File: config.mk
export PLATFORM = sky130hd
export DESIGN_NAME = dac_sample_fifo
export DESIGN_NICKNAME = d
export VERILOG_FILES = /design/src/rtl/dsf_pkg.sv /design/src/rtl/dsf_store.sv /design/src/rtl/dsf_regs.sv /design/src/rtl/dsf_route.sv /design/src/rtl/dac_sample_fifo.sv
export SDC_FILE = /design/constraint.sdc
export NUM_CORES = 1
export LEC_CHECK = 0
export ABC_AREA = 1
export BUFFER_PORTS_ARGS = -buffer_cell sky130_fd_sc_hd__buf_2
export CAP_MARGIN = 25
export CORE_UTILIZATION = 30
export DETAILED_ROUTE_END_ITERATION = 10
export GPL_ROUTABILITY_DRIVEN = 1
export GPL_TIMING_DRIVEN = 0
export PLACE_DENSITY = 0.54
export SYNTH_ARGS = -nofsm -noshare
export SYNTH_HDL_FRONTEND = slang
export SYNTH_HIERARCHICAL = 1
export SYNTH_SLANG_ARGS = --single-unit
File: constraint.sdc
create_clock -name clk -period 3.35 [get_ports clk]
set_input_delay 0.1675 -clock clk [delete_from_list [all_inputs] [get_ports clk]]
set_output_delay 0.1675 -clock clk [all_outputs]
set_load 0.01 [all_outputs]
File: src/rtl/dsf_pkg.sv
package dsf_pkg;

  localparam int SAMPLE_W = 12;
  localparam int BUS_W    = 32;

  typedef enum logic [1:0] {
    A_INFO   = 2'd0,
    A_SAMPLE = 2'd1,
    A_CTRL   = 2'd2,
    A_PTRS   = 2'd3
  } addr_e;

  // control/status word bit positions (software decodes these)
  localparam int B_FULL    = 0;
  localparam int B_NEMPTY  = 1;
  localparam int B_WMARK   = 2;
  localparam int B_UNDER   = 3;
  localparam int B_OVER    = 4;
  localparam int B_FULL_IE = 8;
  localparam int B_NE_IE   = 9;
  localparam int B_WM_IE   = 10;
  localparam int B_SWTRIG  = 12;
  localparam int B_TSEL    = 13;
  localparam int B_ENA     = 15;
  localparam int B_FIFO_EN = 16;
  localparam int B_REPLAY  = 17;
  localparam int B_UV_IE   = 18;
  localparam int B_FLUSH   = 21;
  localparam int B_SRST    = 22;
  localparam int B_DMA     = 23;
  localparam int B_WML_LO  = 24;

  typedef struct packed {
    logic [7:0] wml;
    logic       dma_en;
    logic       uv_ie;
    logic       replay;
    logic       fifo_en;
    logic       enable;
    logic       tsel;
    logic       wm_ie;
    logic       ne_ie;
    logic       full_ie;
  } ctrl_t;

  typedef struct packed {
    logic ovf;
    logic udf;
    logic wmark;
    logic nempty;
    logic full;
  } flags_t;

  function automatic int depth_of(input int code);
    return 1 << (code + 1);
  endfunction

  function automatic ctrl_t word_to_ctrl(input logic [BUS_W-1:0] w);
    ctrl_t c;
    c.wml     = w[B_WML_LO +: 8];
    c.dma_en  = w[B_DMA];
    c.uv_ie   = w[B_UV_IE];
    c.replay  = w[B_REPLAY];
    c.fifo_en = w[B_FIFO_EN];
    c.enable  = w[B_ENA];
    c.tsel    = w[B_TSEL];
    c.wm_ie   = w[B_WM_IE];
    c.ne_ie   = w[B_NE_IE];
    c.full_ie = w[B_FULL_IE];
    return c;
  endfunction

  function automatic logic [BUS_W-1:0] ctrl_to_word(input ctrl_t c, input flags_t f);
    logic [BUS_W-1:0] w;
    w = '0;
    w[B_WML_LO +: 8] = c.wml;
    w[B_DMA]     = c.dma_en;
    w[B_UV_IE]   = c.uv_ie;
    w[B_REPLAY]  = c.replay;
    w[B_FIFO_EN] = c.fifo_en;
    w[B_ENA]     = c.enable;
    w[B_TSEL]    = c.tsel;
    w[B_WM_IE]   = c.wm_ie;
    w[B_NE_IE]   = c.ne_ie;
    w[B_FULL_IE] = c.full_ie;
    w[B_OVER]    = f.ovf;
    w[B_UNDER]   = f.udf;
    w[B_WMARK]   = f.wmark;
    w[B_NEMPTY]  = f.nempty;
    w[B_FULL]    = f.full;
    return w;
  endfunction

endpackage

File: src/rtl/dsf_store.sv
module dsf_store
  import dsf_pkg::*;
#(
  parameter int DEPTH = 8,
  parameter int AW    = 3,
  localparam int CNT_W = AW + 1
) (
  input  logic                clk,
  input  logic                rst_n,
  input  logic                flush,
  input  logic                push,
  input  logic [SAMPLE_W-1:0] push_data,
  input  logic                trig,
  input  logic                bypass,
  input  logic                replay,
  output logic [CNT_W-1:0]    count,
  output logic [AW-1:0]       wr_ptr,
  output logic [AW-1:0]       rd_ptr,
  output logic                full,
  output logic                pop_fire,
  output logic [SAMPLE_W-1:0] pop_data,
  output logic                ovf_evt,
  output logic                udf_evt
);

  logic [SAMPLE_W-1:0] mem [DEPTH];

  function automatic logic [AW-1:0] ptr_inc(input logic [AW-1:0] p);
    return p + 1'b1;
  endfunction

  function automatic logic [CNT_W-1:0] occ_next(input logic [CNT_W-1:0] c,
                                                input logic add, input logic sub);
    return c + CNT_W'(add) - CNT_W'(sub);
  endfunction

  logic          replay_eff;
  logic          empty;
  logic          pop_drain;
  logic          push_ok;
  logic [AW-1:0] rd_idx;

  assign replay_eff = replay & ~bypass;
  assign empty      = (count == '0);
  assign full       = bypass ? ~empty : (count == CNT_W'(DEPTH));
  assign pop_fire   = trig & ~empty;
  assign pop_drain  = pop_fire & ~replay_eff;
  assign rd_idx     = (replay_eff && (rd_ptr == wr_ptr)) ? '0 : rd_ptr;
  assign pop_data   = mem[rd_idx];
  assign push_ok    = push & (~full | pop_drain);
  assign ovf_evt    = push & full & ~pop_drain;
  assign udf_evt    = trig & empty & ~replay_eff;

  always_ff @(posedge clk) begin
    if (!rst_n || flush) begin
      count  <= '0;
      wr_ptr <= '0;
      rd_ptr <= '0;
    end else begin
      if (push_ok)  wr_ptr <= ptr_inc(wr_ptr);
      if (pop_fire) rd_ptr <= ptr_inc(rd_idx);
      count <= occ_next(count, push_ok, pop_drain);
    end
  end

  always_ff @(posedge clk) begin
    if (push_ok && !flush) mem[wr_ptr] <= push_data;
  end

  // a dropped push leaves the write pointer where it was
  assert_overflow_drops_R3: assert property (@(posedge clk) disable iff (!rst_n)
    (ovf_evt && !flush) |=> $stable(wr_ptr));

  // an empty trigger does not move the read pointer
  assert_underflow_keeps_rd_R4: assert property (@(posedge clk) disable iff (!rst_n)
    (udf_evt && !flush) |=> $stable(rd_ptr));

  // replay reads do not consume samples
  assert_replay_keeps_count_R10: assert property (@(posedge clk) disable iff (!rst_n)
    (pop_fire && replay_eff && !push && !flush) |=> $stable(count));

  // a flush leaves an empty FIFO with zeroed pointers
  assert_flush_empties_R12: assert property (@(posedge clk) disable iff (!rst_n)
    flush |=> (count == '0 && wr_ptr == '0 && rd_ptr == '0));

  // a full push alongside a draining pop keeps occupancy
  assert_full_pushpop_R13: assert property (@(posedge clk) disable iff (!rst_n)
    (push && full && pop_drain && !flush) |=> $stable(count));

endmodule

File: src/rtl/dsf_regs.sv
module dsf_regs
  import dsf_pkg::*;
(
  input  logic             clk,
  input  logic             rst_n,
  input  logic             ctrl_we,
  input  logic [BUS_W-1:0] wdata,
  input  logic             ovf_evt,
  input  logic             udf_evt,
  output ctrl_t            cfg,
  output logic             ovf_flag,
  output logic             udf_flag,
  output logic             sw_trig,
  output logic             flush,
  output logic             srst
);

  logic clr_ovf;
  logic clr_udf;

  assign srst    = ctrl_we & wdata[B_SRST];
  assign flush   = (ctrl_we & wdata[B_FLUSH]) | srst;
  assign sw_trig = ctrl_we & wdata[B_SWTRIG] & ~srst;
  assign clr_ovf = ctrl_we & wdata[B_OVER];
  assign clr_udf = ctrl_we & wdata[B_UNDER];

  always_ff @(posedge clk) begin
    if (!rst_n || srst) begin
      cfg      <= '0;
      ovf_flag <= 1'b0;
      udf_flag <= 1'b0;
    end else begin
      if (ctrl_we) cfg <= word_to_ctrl(wdata);
      ovf_flag <= ovf_evt | (ovf_flag & ~clr_ovf);
      udf_flag <= udf_evt | (udf_flag & ~clr_udf);
    end
  end

  // overflow flag only rises after an overflow event
  assert_ovf_cause_R3: assert property (@(posedge clk) disable iff (!rst_n)
    $rose(ovf_flag) |-> $past(ovf_evt));

  // sticky flags hold until cleared or soft reset
  assert_udf_sticky_R5: assert property (@(posedge clk) disable iff (!rst_n)
    (udf_flag && !clr_udf && !srst) |=> udf_flag);

  // a same-edge event beats the clear
  assert_ovf_set_wins_R5: assert property (@(posedge clk) disable iff (!rst_n)
    (ovf_evt && clr_ovf && !srst) |=> ovf_flag);

endmodule

File: src/rtl/dsf_route.sv
module dsf_route
  import dsf_pkg::*;
(
  input  ctrl_t  cfg,
  input  flags_t flg,
  output logic   irq,
  output logic   dma_req
);

  logic want;

  assign want = (flg.full   & cfg.full_ie)
              | (flg.nempty & cfg.ne_ie)
              | (flg.wmark  & cfg.wm_ie)
              | ((flg.ovf | flg.udf) & cfg.uv_ie);

  assign irq     = want & ~cfg.dma_en;
  assign dma_req = want &  cfg.dma_en;

endmodule

File: src/rtl/dac_sample_fifo.sv
module dac_sample_fifo
  import dsf_pkg::*;
#(
  parameter int DEPTH_CODE = 2
) (
  input  logic                clk,
  input  logic                rst_n,
  input  logic                bus_we,
  input  logic [1:0]          bus_addr,
  input  logic [BUS_W-1:0]    bus_wdata,
  output logic [BUS_W-1:0]    bus_rdata,
  input  logic                hw_trig,
  output logic [SAMPLE_W-1:0] conv_code,
  output logic                conv_strobe,
  output logic                irq,
  output logic                dma_req
);

  localparam int DEPTH = depth_of(DEPTH_CODE);
  localparam int AW    = DEPTH_CODE + 1;
  localparam int CNT_W = AW + 1;

  if (DEPTH_CODE < 0 || DEPTH_CODE > 7) begin : g_code_check
    $error("DEPTH_CODE must lie in 0..7");
  end

  // named internal events
  logic                data_we;
  logic                ctrl_we;
  logic                trig;
  logic                sw_trig;
  logic                flush;
  logic                srst;
  logic                pop_fire;
  logic                ovf_evt;
  logic                udf_evt;
  logic                full;
  logic                ovf_flag;
  logic                udf_flag;
  logic [SAMPLE_W-1:0] pop_data;
  logic [CNT_W-1:0]    count;
  logic [AW-1:0]       wr_ptr;
  logic [AW-1:0]       rd_ptr;
  ctrl_t               cfg;
  flags_t              flg;

  assign data_we = bus_we && (bus_addr == A_SAMPLE);
  assign ctrl_we = bus_we && (bus_addr == A_CTRL);
  assign trig    = cfg.enable & (cfg.tsel ? sw_trig : hw_trig);

  dsf_regs u_regs (
    .clk      (clk),
    .rst_n    (rst_n),
    .ctrl_we  (ctrl_we),
    .wdata    (bus_wdata),
    .ovf_evt  (ovf_evt),
    .udf_evt  (udf_evt),
    .cfg      (cfg),
    .ovf_flag (ovf_flag),
    .udf_flag (udf_flag),
    .sw_trig  (sw_trig),
    .flush    (flush),
    .srst     (srst)
  );

  dsf_store #(.DEPTH(DEPTH), .AW(AW)) u_store (
    .clk       (clk),
    .rst_n     (rst_n),
    .flush     (flush),
    .push      (data_we),
    .push_data (bus_wdata[SAMPLE_W-1:0]),
    .trig      (trig),
    .bypass    (~cfg.fifo_en),
    .replay    (cfg.replay),
    .count     (count),
    .wr_ptr    (wr_ptr),
    .rd_ptr    (rd_ptr),
    .full      (full),
    .pop_fire  (pop_fire),
    .pop_data  (pop_data),
    .ovf_evt   (ovf_evt),
    .udf_evt   (udf_evt)
  );

  assign flg.full   = full;
  assign flg.nempty = (count == CNT_W'(1));
  assign flg.wmark  = (8'(rd_ptr) == cfg.wml);
  assign flg.udf    = udf_flag;
  assign flg.ovf    = ovf_flag;

  dsf_route u_route (
    .cfg     (cfg),
    .flg     (flg),
    .irq     (irq),
    .dma_req (dma_req)
  );

  always_ff @(posedge clk) begin
    if (!rst_n || srst) begin
      conv_code   <= '0;
      conv_strobe <= 1'b0;
    end else begin
      conv_strobe <= pop_fire;
      if (pop_fire) conv_code <= pop_data;
    end
  end

  always_comb begin
    bus_rdata = '0;
    case (addr_e'(bus_addr))
      A_INFO:   bus_rdata[2:0] = 3'(DEPTH_CODE);
      A_SAMPLE: bus_rdata[SAMPLE_W-1:0] = conv_code;
      A_CTRL:   bus_rdata = ctrl_to_word(cfg, flg);
      A_PTRS:   bus_rdata = {8'h00, 8'(rd_ptr), 8'h00, 8'(wr_ptr)};
      default:  bus_rdata = '0;
    endcase
  end

  // a latch update is always caused by a trigger one edge earlier
  assert_strobe_from_trigger_R2: assert property (@(posedge clk) disable iff (!rst_n)
    conv_strobe |-> $past(trig));

  // with the block disabled nothing reaches the latch
  assert_disabled_no_strobe_R8: assert property (@(posedge clk) disable iff (!rst_n)
    !cfg.enable |=> !conv_strobe);

endmodule

==> impl_metrics.env, run 1 <==
export IMPL_clock_power_share=0.485
export IMPL_maxCapViolCount=0
export IMPL_r2r_start="u_store/count[2]$_SDFF_PP0_"
export IMPL_rsz0062_at_grt="yes"
export IMPL_yosys_top_cells_area="edfxtp_1 (44%), nand2_1 (13%), dfxtp_1 (13%), inv_1 (5.9%), nand3_1 (4.0%)"
export IMPL_period_share=0.916
export IMPL_track_usage=0.169
export IMPL_overflow=0
export IMPL_dieArea_mm2=0.0224
export IMPL_first_pass_iters=5
export IMPL_drive_gt1_frac=0.214
export IMPL_netlist_area_mm2=0.00655
export IMPL_min_delay_path_depth=3
export IMPL_swShare=0.213
export IMPL_root_buffer="clkbuf_16"
export IMPL_comb_power_share=0.052
export IMPL_first_iter_violations=379
export IMPL_relSlewSlack=0.531
export IMPL_antenna_cells=0
export IMPL_syn_to_final_growth_pct=24.9
export IMPL_stdcell_count=1141
export IMPL_cts_tree="done"
export IMPL_crit_path_start_kind="input pin"
export IMPL_drc=0
export IMPL_p_int_mw=3.15
export IMPL_grt_max_degree=17
export IMPL_die_w_um=150
export IMPL_initial_utilization=0.309
export IMPL_core_area_mm2=0.0212
export IMPL_finalHoldViolations=0
export IMPL_yosys_warnings=6
export IMPL_grt_pass1_wl_um=27700
export IMPL_worstPathRequired_ns=3.48
export IMPL_ys_top_cells_by_count="nand2_1 (225), inv_1 (103), edfxtp_1 (96), nand3_1 (53), a21oi_1 (43)"
export IMPL_hpwlAfterDp_um=12800
export IMPL_routed_wl_um=18100
export IMPL_critPathTopFamily="buffers and inverters"
export IMPL_cts_max_path_buffers=2
export IMPL_multi_input_area_mm2=0.00227
export IMPL_leakage_nw=3.57
export IMPL_setup_viol=0
export IMPL_fin_nets=903
export IMPL_placed_area_mm2=0.00740
export IMPL_worstReg2RegEnd="u_store/count[3]$_SDFF_PP0_"
export IMPL_ios=85
export IMPL_synth_edf_count=96
export IMPL_yosysTopAreaCellShare=0.440
export IMPL_numPortBuffers=75
export IMPL_vias=5227
export IMPL_synth_flop_cell="edfxtp_1"
export IMPL_total_power_mw=4.00
export IMPL_viasPerCell=4.58
export IMPL_path_common_cell="nand2_1"
export IMPL_path_depth=20
export IMPL_worst_pin_slew_ns=0.704
export IMPL_synth_async_reset_ratio=0
export IMPL_wl_per_cell_um=15.9
export IMPL_worstHoldEndpoint="u_regs/cfg[6]$_SDFFE_PP0P_"
export IMPL_clk_pin_slew_ns=0.06
export IMPL_min_delay_start="bus_wdata[17]"
export IMPL_p_per_area_mw_per_mm2=489
export IMPL_skew_ns=0.00573
export IMPL_cp_arrival_ns=3.20
export IMPL_r2r_slack_ns=0.74
export IMPL_netlist_instances=731
export IMPL_critPathMaxStageDelay_ns=0.45
export IMPL_hold_path_class="in -> reg"
export IMPL_max_freq_mhz=326
export IMPL_yosys_area_top_type="edfxtp_1"
export IMPL_path_class="in -> reg"
export IMPL_worstRegToRegCells=16
export IMPL_seq_power_share=0.462
export IMPL_fp_dieH_um=150
export IMPL_path_cells="buf_2 > inv_1 > ha_2 > clkbuf_4 > nand2_1 > inv_1 > buf_4 > nand2_1 > nor2_1 > inv_1 > a21oi_1 > inv_1 > nor2_1 > nand2_1 > nand2_1 > nand2_1 > inv_1 > nand2_1 > nor3_2 > buf_6"
export IMPL_placed_cells=1094
export IMPL_timing_final_crit_period_ns=3.07
export IMPL_ys_seq_elements=138
export IMPL_slew_violations=0
export IMPL_synth_distinct_cells=34
export IMPL_crit_path_end_kind="flip-flop"
export IMPL_critical_path_max_fanout=10
export IMPL_fillers=2180
export IMPL_switching_power_mw=0.854
export IMPL_pre_cts_ws_ns=-0.383
export IMPL_numCtsBuffers=17
export IMPL_crit_buf_inv=9
export IMPL_htree_levels=4
export IMPL_clkLatencyLatePin_ns=0.42
export IMPL_antenna_found_initial=0
export IMPL_routabilityCongestion=0.804
export IMPL_final_area_mm2=0.00818
export IMPL_grt_pass1_vias=4922
export IMPL_layout_setup_ws_ns=0.281
export IMPL_outcome="finished, final reports clean"
export IMPL_ant_nets=0
export IMPL_vdd_drop_max_mv=0.335
export IMPL_synth_most_common_cell="nand2_1"
export IMPL_clock_sinks=138
export IMPL_placement_rows=53
export IMPL_cp_slowest_cell="nor3_2"
export IMPL_synth_avg_cell_area_um2=8.97
export IMPL_seq_area_frac_synth=0.568
export IMPL_holdWs_ns=0.00949
export IMPL_seqCellArea_mm2=0.00372
==> what timing repair did <==
item | in CTS | in global routing
setup buffers | 0 | 4
hold buffers | 11 | 0
endpoints found under the setup margin | 0 | 85
gates resized for setup | 0 | 10
endpoints found under the hold margin | 11 | 0
==> placed cells by master, fill, tap and decap left out, drive strengths merged <==
cell and instances:
nand2 230, a22oi 1, a22o 2, a21oi 43
nand4 1, nand3 53, edfxtp 96, nor3 7
clkbuf 30, nor2 36, dfxtp 42, inv 107
o2111ai 24, o21ai 4, bufinv 4, ha 11
buf 113, nor3b 1, a211oi 2, fa 1
clkinvlp 2, xor2 2, a31o 1, conb 6
dlygate4sd3 11, clkinv 9, or2 25, and3 1
nor4b 1
==> worst max path at each step <==
stage,from,end,slack [ns]
floorplan,bus_addr[0],u_store/mem[6][0]$_DFFE_PP_,0.18
global placement,bus_addr[0],u_store/mem[0][6]$_DFFE_PP_,-1.33
detailed placement,bus_addr[0],u_store/mem[5][0]$_DFFE_PP_,-0.38
CTS,bus_addr[0],u_store/mem[5][11]$_DFFE_PP_,0.05
global route,bus_addr[0],u_store/mem[3][9]$_DFFE_PP_,-0.07
finish,bus_addr[0],u_store/mem[6][6]$_DFFE_PP_,0.28
==> metrics by stage <==
stage	setup TNS, ns	util
detailed placement	-19.34	0.349
floorplan	0	-
CTS	0	0.382
global placement	-81.26	0.344
global route	-1.26	0.386
finish	0	0.386
==> registers in the layout (all words and copies together), names as in the netlist <==
register / cells
u_store/wr_ptr: 3
u_store/rd_ptr: 3
u_store/count: 4
u_regs/udf_flag: 1
u_regs/ovf_flag: 1
u_store/mem: 96
conv_code: 12
conv_strobe: 1
u_regs/cfg: 17
==> routing by layer <==
layer,global-route usage,share of wire,wire (um)
met4,0.0581,0.018,323
met5,0,0,0
met1,0.223,0.45,8060
met2,0.274,0.48,8700
met3,0.0329,0.056,1010
==> logic make-up (layout without fill, tap and decap cells) <==
family | Yosys count | after routing | synth area share
XOR/XNOR | 2 | 2 | 0.00267
AND/OR/NAND/NOR | 355 | 355 | 0.232
adder cells (fa/ha/maj) | 12 | 12 | 0.0241
flip-flops | 138 | 138 | 0.568
buffers and inverters | 146 | 276 | 0.0976
other | 1 | 6 | 0.000572
AO/OA/AOI/OAI | 77 | 77 | 0.0754
==> power groups by stage <==
stage               combinational [mW]  clock (mW)  sequential, mW
detailed placement               0.198           0            1.89
floorplan                        0.111           0            1.89
global route                     0.237        2.05            1.85
finish                           0.209        1.94            1.85
global placement                 0.194           0            1.89
CTS                              0.208        1.97            1.85
==> final cells by class <==
type,count,share of cell area
plain buffers,38,0.0289
clock buffers,18,0.0524
clock inverters,14,0.0217
inverters,108,0.0495
multi-input cells,452,0.277
flip-flops and latches,138,0.455
well taps,275,0.0420
repair buffers,98,0.0735
==> tightest hold or removal path: stages <==
cell     delay (ns)
buf_2          0.10
nand2_1        0.06
a21oi_1        0.06
No activity file was read; power rests on OpenSTA's default activity.
==> run 2, diff against run 1 <==
--- a/config.mk
+++ b/config.mk
@@ -13,6 +13,7 @@
 export GPL_ROUTABILITY_DRIVEN = 1
 export GPL_TIMING_DRIVEN = 0
 export PLACE_DENSITY = 0.54
+export RECOVER_POWER = 50
 export SYNTH_ARGS = -nofsm -noshare
 export SYNTH_HDL_FRONTEND = slang
 export SYNTH_HIERARCHICAL = 1
==> run 2 against run 1 <==
  * First-iteration DRC count is 2.1% higher
  * Final cell count stayed put
  * Sequential power barely moved
  * Clock power about the same
  * Worst setup slack got worse by 0.0013 ns
  * Count of clock-buffer cells in the layout did not move
  * Clock skew barely moved
  * Critical path type unchanged
==> impl_metrics.env, run 2 (synthesis results as in run 1) <==
export IMPL_grt_pass1_wl_um=27700
export IMPL_r2r_slack_ns=0.73
export IMPL_slew_violations=0
export IMPL_maxCapViolCount=0
export IMPL_ant_nets=0
export IMPL_crit_path_end_kind="flip-flop"
export IMPL_dieArea_mm2=0.0224
export IMPL_vdd_drop_max_mv=0.335
export IMPL_final_common_cell="nand2_1"
export IMPL_cp_slowest_cell="nor3_2"
export IMPL_min_delay_path_depth=3
export IMPL_placed_area_mm2=0.00740
export IMPL_core_area_mm2=0.0212
export IMPL_pre_cts_ws_ns=-0.383
export IMPL_worstPathRequired_ns=3.48
export IMPL_overflow=0
export IMPL_placement_rows=53
export IMPL_clock_sinks=138
export IMPL_timing_final_crit_period_ns=3.07
export IMPL_total_power_mw=4.00
export IMPL_period_share=0.917
export IMPL_min_delay_start="bus_wdata[17]"
export IMPL_die_w_um=150
export IMPL_leakage_nw=3.48
export IMPL_grt_pass1_vias=4922
export IMPL_layout_setup_ws_ns=0.280
export IMPL_htree_levels=4
export IMPL_numCtsBuffers=17
export IMPL_worstReg2RegEnd="u_store/count[3]$_SDFF_PP0_"
export IMPL_max_freq_mhz=326
export IMPL_numPortBuffers=75
export IMPL_root_buffer="clkbuf_16"
export IMPL_antenna_found_initial=0
export IMPL_drive_gt1_frac=0.185
export IMPL_antenna_cells=0
export IMPL_p_per_area_mw_per_mm2=491
export IMPL_outcome="finished, final reports clean"
export IMPL_critical_path_max_fanout=10
export IMPL_rsz0062_at_grt="yes"
export IMPL_critPathMaxStageDelay_ns=0.45
export IMPL_final_area_mm2=0.00815
export IMPL_skew_ns=0.00560
export IMPL_first_pass_iters=5
export IMPL_hpwlAfterDp_um=12800
export IMPL_ios=85
export IMPL_reg_top3="u_store/mem: 96 flops, u_regs/cfg: 17 flops, conv_code: 12 flops"
export IMPL_worstRegToRegCells=16
export IMPL_cts_max_path_buffers=2
export IMPL_syn_to_final_growth_pct=24.4
export IMPL_r2r_start="u_store/count[2]$_SDFF_PP0_"
export IMPL_track_usage=0.169
export IMPL_path_class="in -> reg"
export IMPL_initial_utilization=0.309
export IMPL_first_iter_violations=387
export IMPL_viasPerCell=4.59
export IMPL_finalHoldViolations=0
export IMPL_clk_pin_slew_ns=0.06
export IMPL_hold_path_class="in -> reg"
export IMPL_placed_cells=1094
export IMPL_worstHoldEndpoint="u_regs/cfg[6]$_SDFFE_PP0P_"
export IMPL_top_register="u_store/mem"
export IMPL_drc=0
export IMPL_final_cell_mix="nand2_1 (225), inv_1 (103), edfxtp_1 (96), buf_2 (59), nand3_1 (53)"
export IMPL_grt_max_degree=17
export IMPL_fin_nets=903
export IMPL_routed_wl_um=18100
export IMPL_vias=5238
export IMPL_path_common_cell="nand2_1"
export IMPL_largest_reg_flops=96
export IMPL_wl_per_cell_um=15.9
export IMPL_stdcell_count=1141
export IMPL_worst_pin_slew_ns=0.688
export IMPL_setup_viol=0
export IMPL_relSlewSlack=0.541
export IMPL_fp_dieH_um=150
export IMPL_crit_path_start_kind="input pin"
export IMPL_clkLatencyLatePin_ns=0.42
export IMPL_fin_tns_setup_ns=0
export IMPL_cp_arrival_ns=3.20
export IMPL_path_cells="buf_2 > inv_1 > ha_2 > clkbuf_4 > nand2_1 > inv_1 > buf_4 > nand2_1 > nor2_1 > inv_1 > a21oi_1 > inv_1 > nor2_1 > nand2_1 > nand2_1 > nand2_1 > inv_1 > nand2_1 > nor3_2 > buf_6"
export IMPL_cts_tree="done"
export IMPL_routabilityCongestion=0.804
## run 2: layout make-up
type / instances / area (um2)
fillers: 2185 / 13100
flip-flops and latches: 138 / 3720
multi-input cells: 452 / 2270
repair buffers: 98 / 571
clock buffers: 18 / 429
inverters: 108 / 405
well taps: 275 / 344
plain buffers: 38 / 236
clock inverters: 14 / 178
## run 2: stage by stage
stage	hold slack, ns	util
final	0.00969	0.384
after global placement	0.427	0.344
after floorplan	0.266	-
after global routing	0.0210	0.384
after detailed placement	0.427	0.349
after CTS	0.00160	0.382
## run 2: worst max-delay path by stage
| stage | startpoint | cells past startpoint | slack (ns) | endpoint |
|---|---|---|---|---|
| floorplan | bus_addr[0] | 18 | 0.18 | u_store/mem[6][0]$_DFFE_PP_ |
| global placement | bus_addr[0] | 19 | -1.33 | u_store/mem[0][6]$_DFFE_PP_ |
| detailed placement | bus_addr[0] | 20 | -0.38 | u_store/mem[5][0]$_DFFE_PP_ |
| CTS | bus_addr[0] | 20 | 0.05 | u_store/mem[5][11]$_DFFE_PP_ |
| global route | bus_addr[0] | 20 | -0.07 | u_store/mem[3][9]$_DFFE_PP_ |
| finish | bus_addr[0] | 20 | 0.28 | u_store/mem[6][6]$_DFFE_PP_ |
## run 2: timing repair
item                                    in CTS  in global routing
resized for setup                            0                 10
hold buffers                                11                  0
endpoints found under the hold margin       11                  0
buffers inserted                             0                  4
endpoints found under the setup margin       0                 85
## run 2: report_power, final
part / total [mW] / leakage [nW] / switching (mW) / internal (mW)
Combinational: 0.207 / 1.98 / 0.133 / 0.0738
Sequential: 1.85 / 1.20 / 0.0114 / 1.84
Clock: 1.94 / 0.290 / 0.708 / 1.23
## run 2: worst max-delay path, delay by kind of cell
family / cells / cell delay, ns
buffers and inverters: 9 / 1.32
AND/OR/NAND/NOR: 9 / 1.31
adder cells (fa/ha/maj): 1 / 0.24
AO/OA/AOI/OAI: 1 / 0.16
## run 2: layer usage
metal	vias to the layer above	global-route usage	part of all wire	routed length, um
met3	22	0.0329	0.049	891
met4	0	0.0581	0.017	313
met2	136	0.274	0.48	8680
met1	2470	0.223	0.45	8210
met5	-	0	0	0
li1	2610	-	-	-
==> run 3, diff against run 2 <==
--- a/config.mk
+++ b/config.mk
@@ -16,5 +16,4 @@
 export RECOVER_POWER = 50
 export SYNTH_ARGS = -nofsm -noshare
 export SYNTH_HDL_FRONTEND = slang
-export SYNTH_HIERARCHICAL = 1
 export SYNTH_SLANG_ARGS = --single-unit
==> run 3 against run 2 <==
  * Hold slack better by 0.12 ns
  * Core utilization decreased by 0.087 points
  * Worst setup slack better by 0.38 ns
  * Synthesized cell count decreased by 11%
  * Via count decreased by 7.8%
  * Synthesized area decreased by 3.2%
  * Non-clock buffer count down 1
  * Flip-flop and latch count is the same
  * Largest power group unchanged
  * Sequential share of layout area rose by 1.7 points
  * Wire length fell by 7.2%
  * Critical path type is now reg -> reg
  * Critical endpoint is now u_store.mem[1][2]$_DFFE_PP_
  * Register-to-register slack got worse by 0.07 ns
==> impl_metrics.env, run 3 <==
export IMPL_post_cts_setup_buffers=0
export IMPL_yosys_top_cells_area="edfxtp_1 (45%), dfxtp_1 (13%), nand2_1 (9.2%), nand3_1 (5.7%), o21ai_0 (2.8%)"
export IMPL_vdd_drop_max_mv=0.331
export IMPL_yosys_area_top_type="edfxtp_1"
export IMPL_stdcell_count=1058
export IMPL_path_common_cell="nand2_1"
export IMPL_holdWs_ns=0.133
export IMPL_first_pass_iters=7
export IMPL_wl_per_cell_um=15.9
export IMPL_critPathTopFamily="simple AND/OR/NAND/NOR gates"
export IMPL_leakage_nw=3.12
export IMPL_cts_tree="done"
export IMPL_rsz0062_at_grt="no"
export IMPL_routed_wl_um=16800
export IMPL_ant_nets=0
export IMPL_netlist_area_mm2=0.00634
export IMPL_outcome="finished, final reports clean"
export IMPL_ys_top_cells_by_count="nand2_1 (155), edfxtp_1 (96), nand3_1 (72), inv_1 (46), nor2_1 (46)"
export IMPL_clock_sinks=138
export IMPL_largest_reg_flops=96
export IMPL_syn_to_final_growth_pct=23.9
export IMPL_synth_avg_cell_area_um2=9.70
export IMPL_top_register="u_store.mem"
export IMPL_fin_util=0.383
export IMPL_placement_rows=52
export IMPL_antenna_cells=0
export IMPL_period_share=0.804
export IMPL_reg_top3="u_store.mem: 96 flops, u_regs.cfg: 17 flops, conv_code: 12 flops"
export IMPL_clk_pin_slew_ns=0.06
export IMPL_yosys_warnings=0
export IMPL_viasPerCell=4.56
export IMPL_synth_async_reset_ratio=0
export IMPL_grt_pass1_vias=4541
export IMPL_die_w_um=147
export IMPL_slew_violations=0
export IMPL_worstPathRequired_ns=3.48
export IMPL_r2r_slack_ns=0.66
export IMPL_initial_utilization=0.309
export IMPL_drc=0
export IMPL_drive_gt1_frac=0.192
export IMPL_numPortBuffers=75
export IMPL_ios=85
export IMPL_antenna_found_initial=0
export IMPL_yosysTopAreaCellShare=0.455
export IMPL_critical_path_max_fanout=7
export IMPL_maxCapViolCount=0
export IMPL_relSlewSlack=0.491
export IMPL_first_iter_violations=288
export IMPL_max_freq_mhz=371
export IMPL_synth_distinct_cells=36
export IMPL_worst_pin_slew_ns=0.761
export IMPL_synth_most_common_cell="nand2_1"
export IMPL_seq_area_frac_synth=0.587
export IMPL_routabilityCongestion=0.813
export IMPL_htree_levels=4
export IMPL_root_buffer="clkbuf_16"
export IMPL_critPathMaxStageDelay_ns=0.61
export IMPL_hold_path_class="in -> reg"
export IMPL_path_cells="inv_1 > ha_1 > nand2_1 > inv_1 > o21ai_0 > nand2_1 > nand2_1 > inv_1 > nand2_1 > nor2_1 > buf_4"
export IMPL_netlist_instances=654
export IMPL_cp_arrival_ns=2.83
export IMPL_cp_slowest_cell="nor2_1"
export IMPL_cts_max_path_buffers=2
export IMPL_p_per_area_mw_per_mm2=507
export IMPL_final_cell_mix="nand2_1 (155), edfxtp_1 (96), nand3_1 (72), clkbuf_1 (48)"
export IMPL_grt_pass1_wl_um=26300
export IMPL_placed_cells=1012
export IMPL_path_class="reg -> reg"
export IMPL_crit_buf_inv=4
export IMPL_crit_path_start_kind="flip-flop"
export IMPL_fillers=2114
export IMPL_overflow=0
export IMPL_total_power_mw=3.98
export IMPL_ys_seq_elements=138
export IMPL_grt_max_degree=17
export IMPL_skew_ns=0.0124
export IMPL_synth_edf_count=96
export IMPL_setup_viol=0
export IMPL_cts_resized=0
export IMPL_dieArea_mm2=0.0217
export IMPL_hold_buffers=14
export IMPL_finalHoldViolations=0
export IMPL_vias=4827
export IMPL_track_usage=0.164
export IMPL_crit_path_end_kind="flip-flop"
export IMPL_synth_flop_cell="edfxtp_1"
export IMPL_core_area_mm2=0.0205
export IMPL_numCtsBuffers=17
export IMPL_fp_dieH_um=147
export IMPL_final_common_cell="nand2_1"
export IMPL_timing_final_crit_period_ns=2.69
export IMPL_hpwlAfterDp_um=12000
export IMPL_clkLatencyLatePin_ns=0.43
export IMPL_fin_nets=826
export IMPL_fin_tns_setup_ns=0
run 3: cell count changes after synthesis, moves of 10 or more:
cell | previous run | this run
nand3_1 | 53 | 72
a21oi_2 | 0 | 12
nand3b_1 | 0 | 12
inv_1 | 103 | 46
or2_2 | 24 | 12
nor2_1 | 34 | 46
o21ai_0 | 3 | 35
a21oi_1 | 43 | 33
nand2_1 | 225 | 155
o2111ai_1 | 24 | 0
run 3: kinds of logic after synthesis:
kind of cell	after synthesis	share of synthesized area
AO/OA/AOI/OAI	86	0.0763
XOR/XNOR	3	0.00414
adder cells (fa/ha/maj)	13	0.0268
buffers and inverters	87	0.0704
flip-flops	138	0.587
other	1	0.000591
AND/OR/NAND/NOR	326	0.235
run 3: area by class of cell:
type / count / area, um2 / share of cell area
repair buffers: 97 / 553 / 0.0704
well taps: 270 / 338 / 0.0430
flip-flops and latches: 138 / 3720 / 0.474
inverters: 49 / 184 / 0.0234
clock inverters: 7 / 76.3 / 0.00971
multi-input cells: 434 / 2200 / 0.280
clock buffers: 25 / 520 / 0.0663
plain buffers: 38 / 260 / 0.0331
run 3: metrics by stage:
step                      area (um2)  setup WS, ns
after floorplan                 6360         0.847
after global placement          7070        -0.384
after detailed placement        7170         0.361
after CTS                       7900         0.618
after global routing            7860         0.451
final                           7860         0.658
run 3: worst reg2reg max path: stages, from the launching register on:
cell     delay (ns)
dfxtp_1        0.29
inv_1          0.09
ha_1           0.20
nand2_1        0.08
inv_1          0.11
o21ai_0        0.19
nand2_1        0.13
nand2_1        0.12
inv_1          0.15
nand2_1        0.13
nor2_1         0.61
buf_4          0.30
run 3: power by group:
part / leakage (nW) / internal (mW) / switching [mW]
sequential: 1.20 / 1.85 / 0.0147
combinational: 1.62 / 0.0801 / 0.150
clock: 0.299 / 1.16 / 0.733
run 3: path summary, 6_finish.rpt:
kind	from	endpoint	cells after the start
worst max-delay path	u_store.count[2]$_SDFF_PP0_	u_store.mem[1][2]$_DFFE_PP_	11
worst min-delay path	bus_wdata[11]	u_store.mem[4][11]$_DFFE_PP_	1
worst max register to register	u_store.count[2]$_SDFF_PP0_	u_store.mem[1][2]$_DFFE_PP_	11
worst min register to register	u_regs.cfg[3]$_SDFFE_PP0N_	u_regs.cfg[3]$_SDFFE_PP0N_	2
run 3: per-layer routing:
layer	GRT usage	up-vias	share of wire	routed length, um
li1	-	2432	-	-
met1	0.230	2252	0.49	8270
met2	0.246	125	0.44	7420
met3	0.0435	18	0.051	863
met4	0.0521	0	0.014	240
met5	0	-	0	0
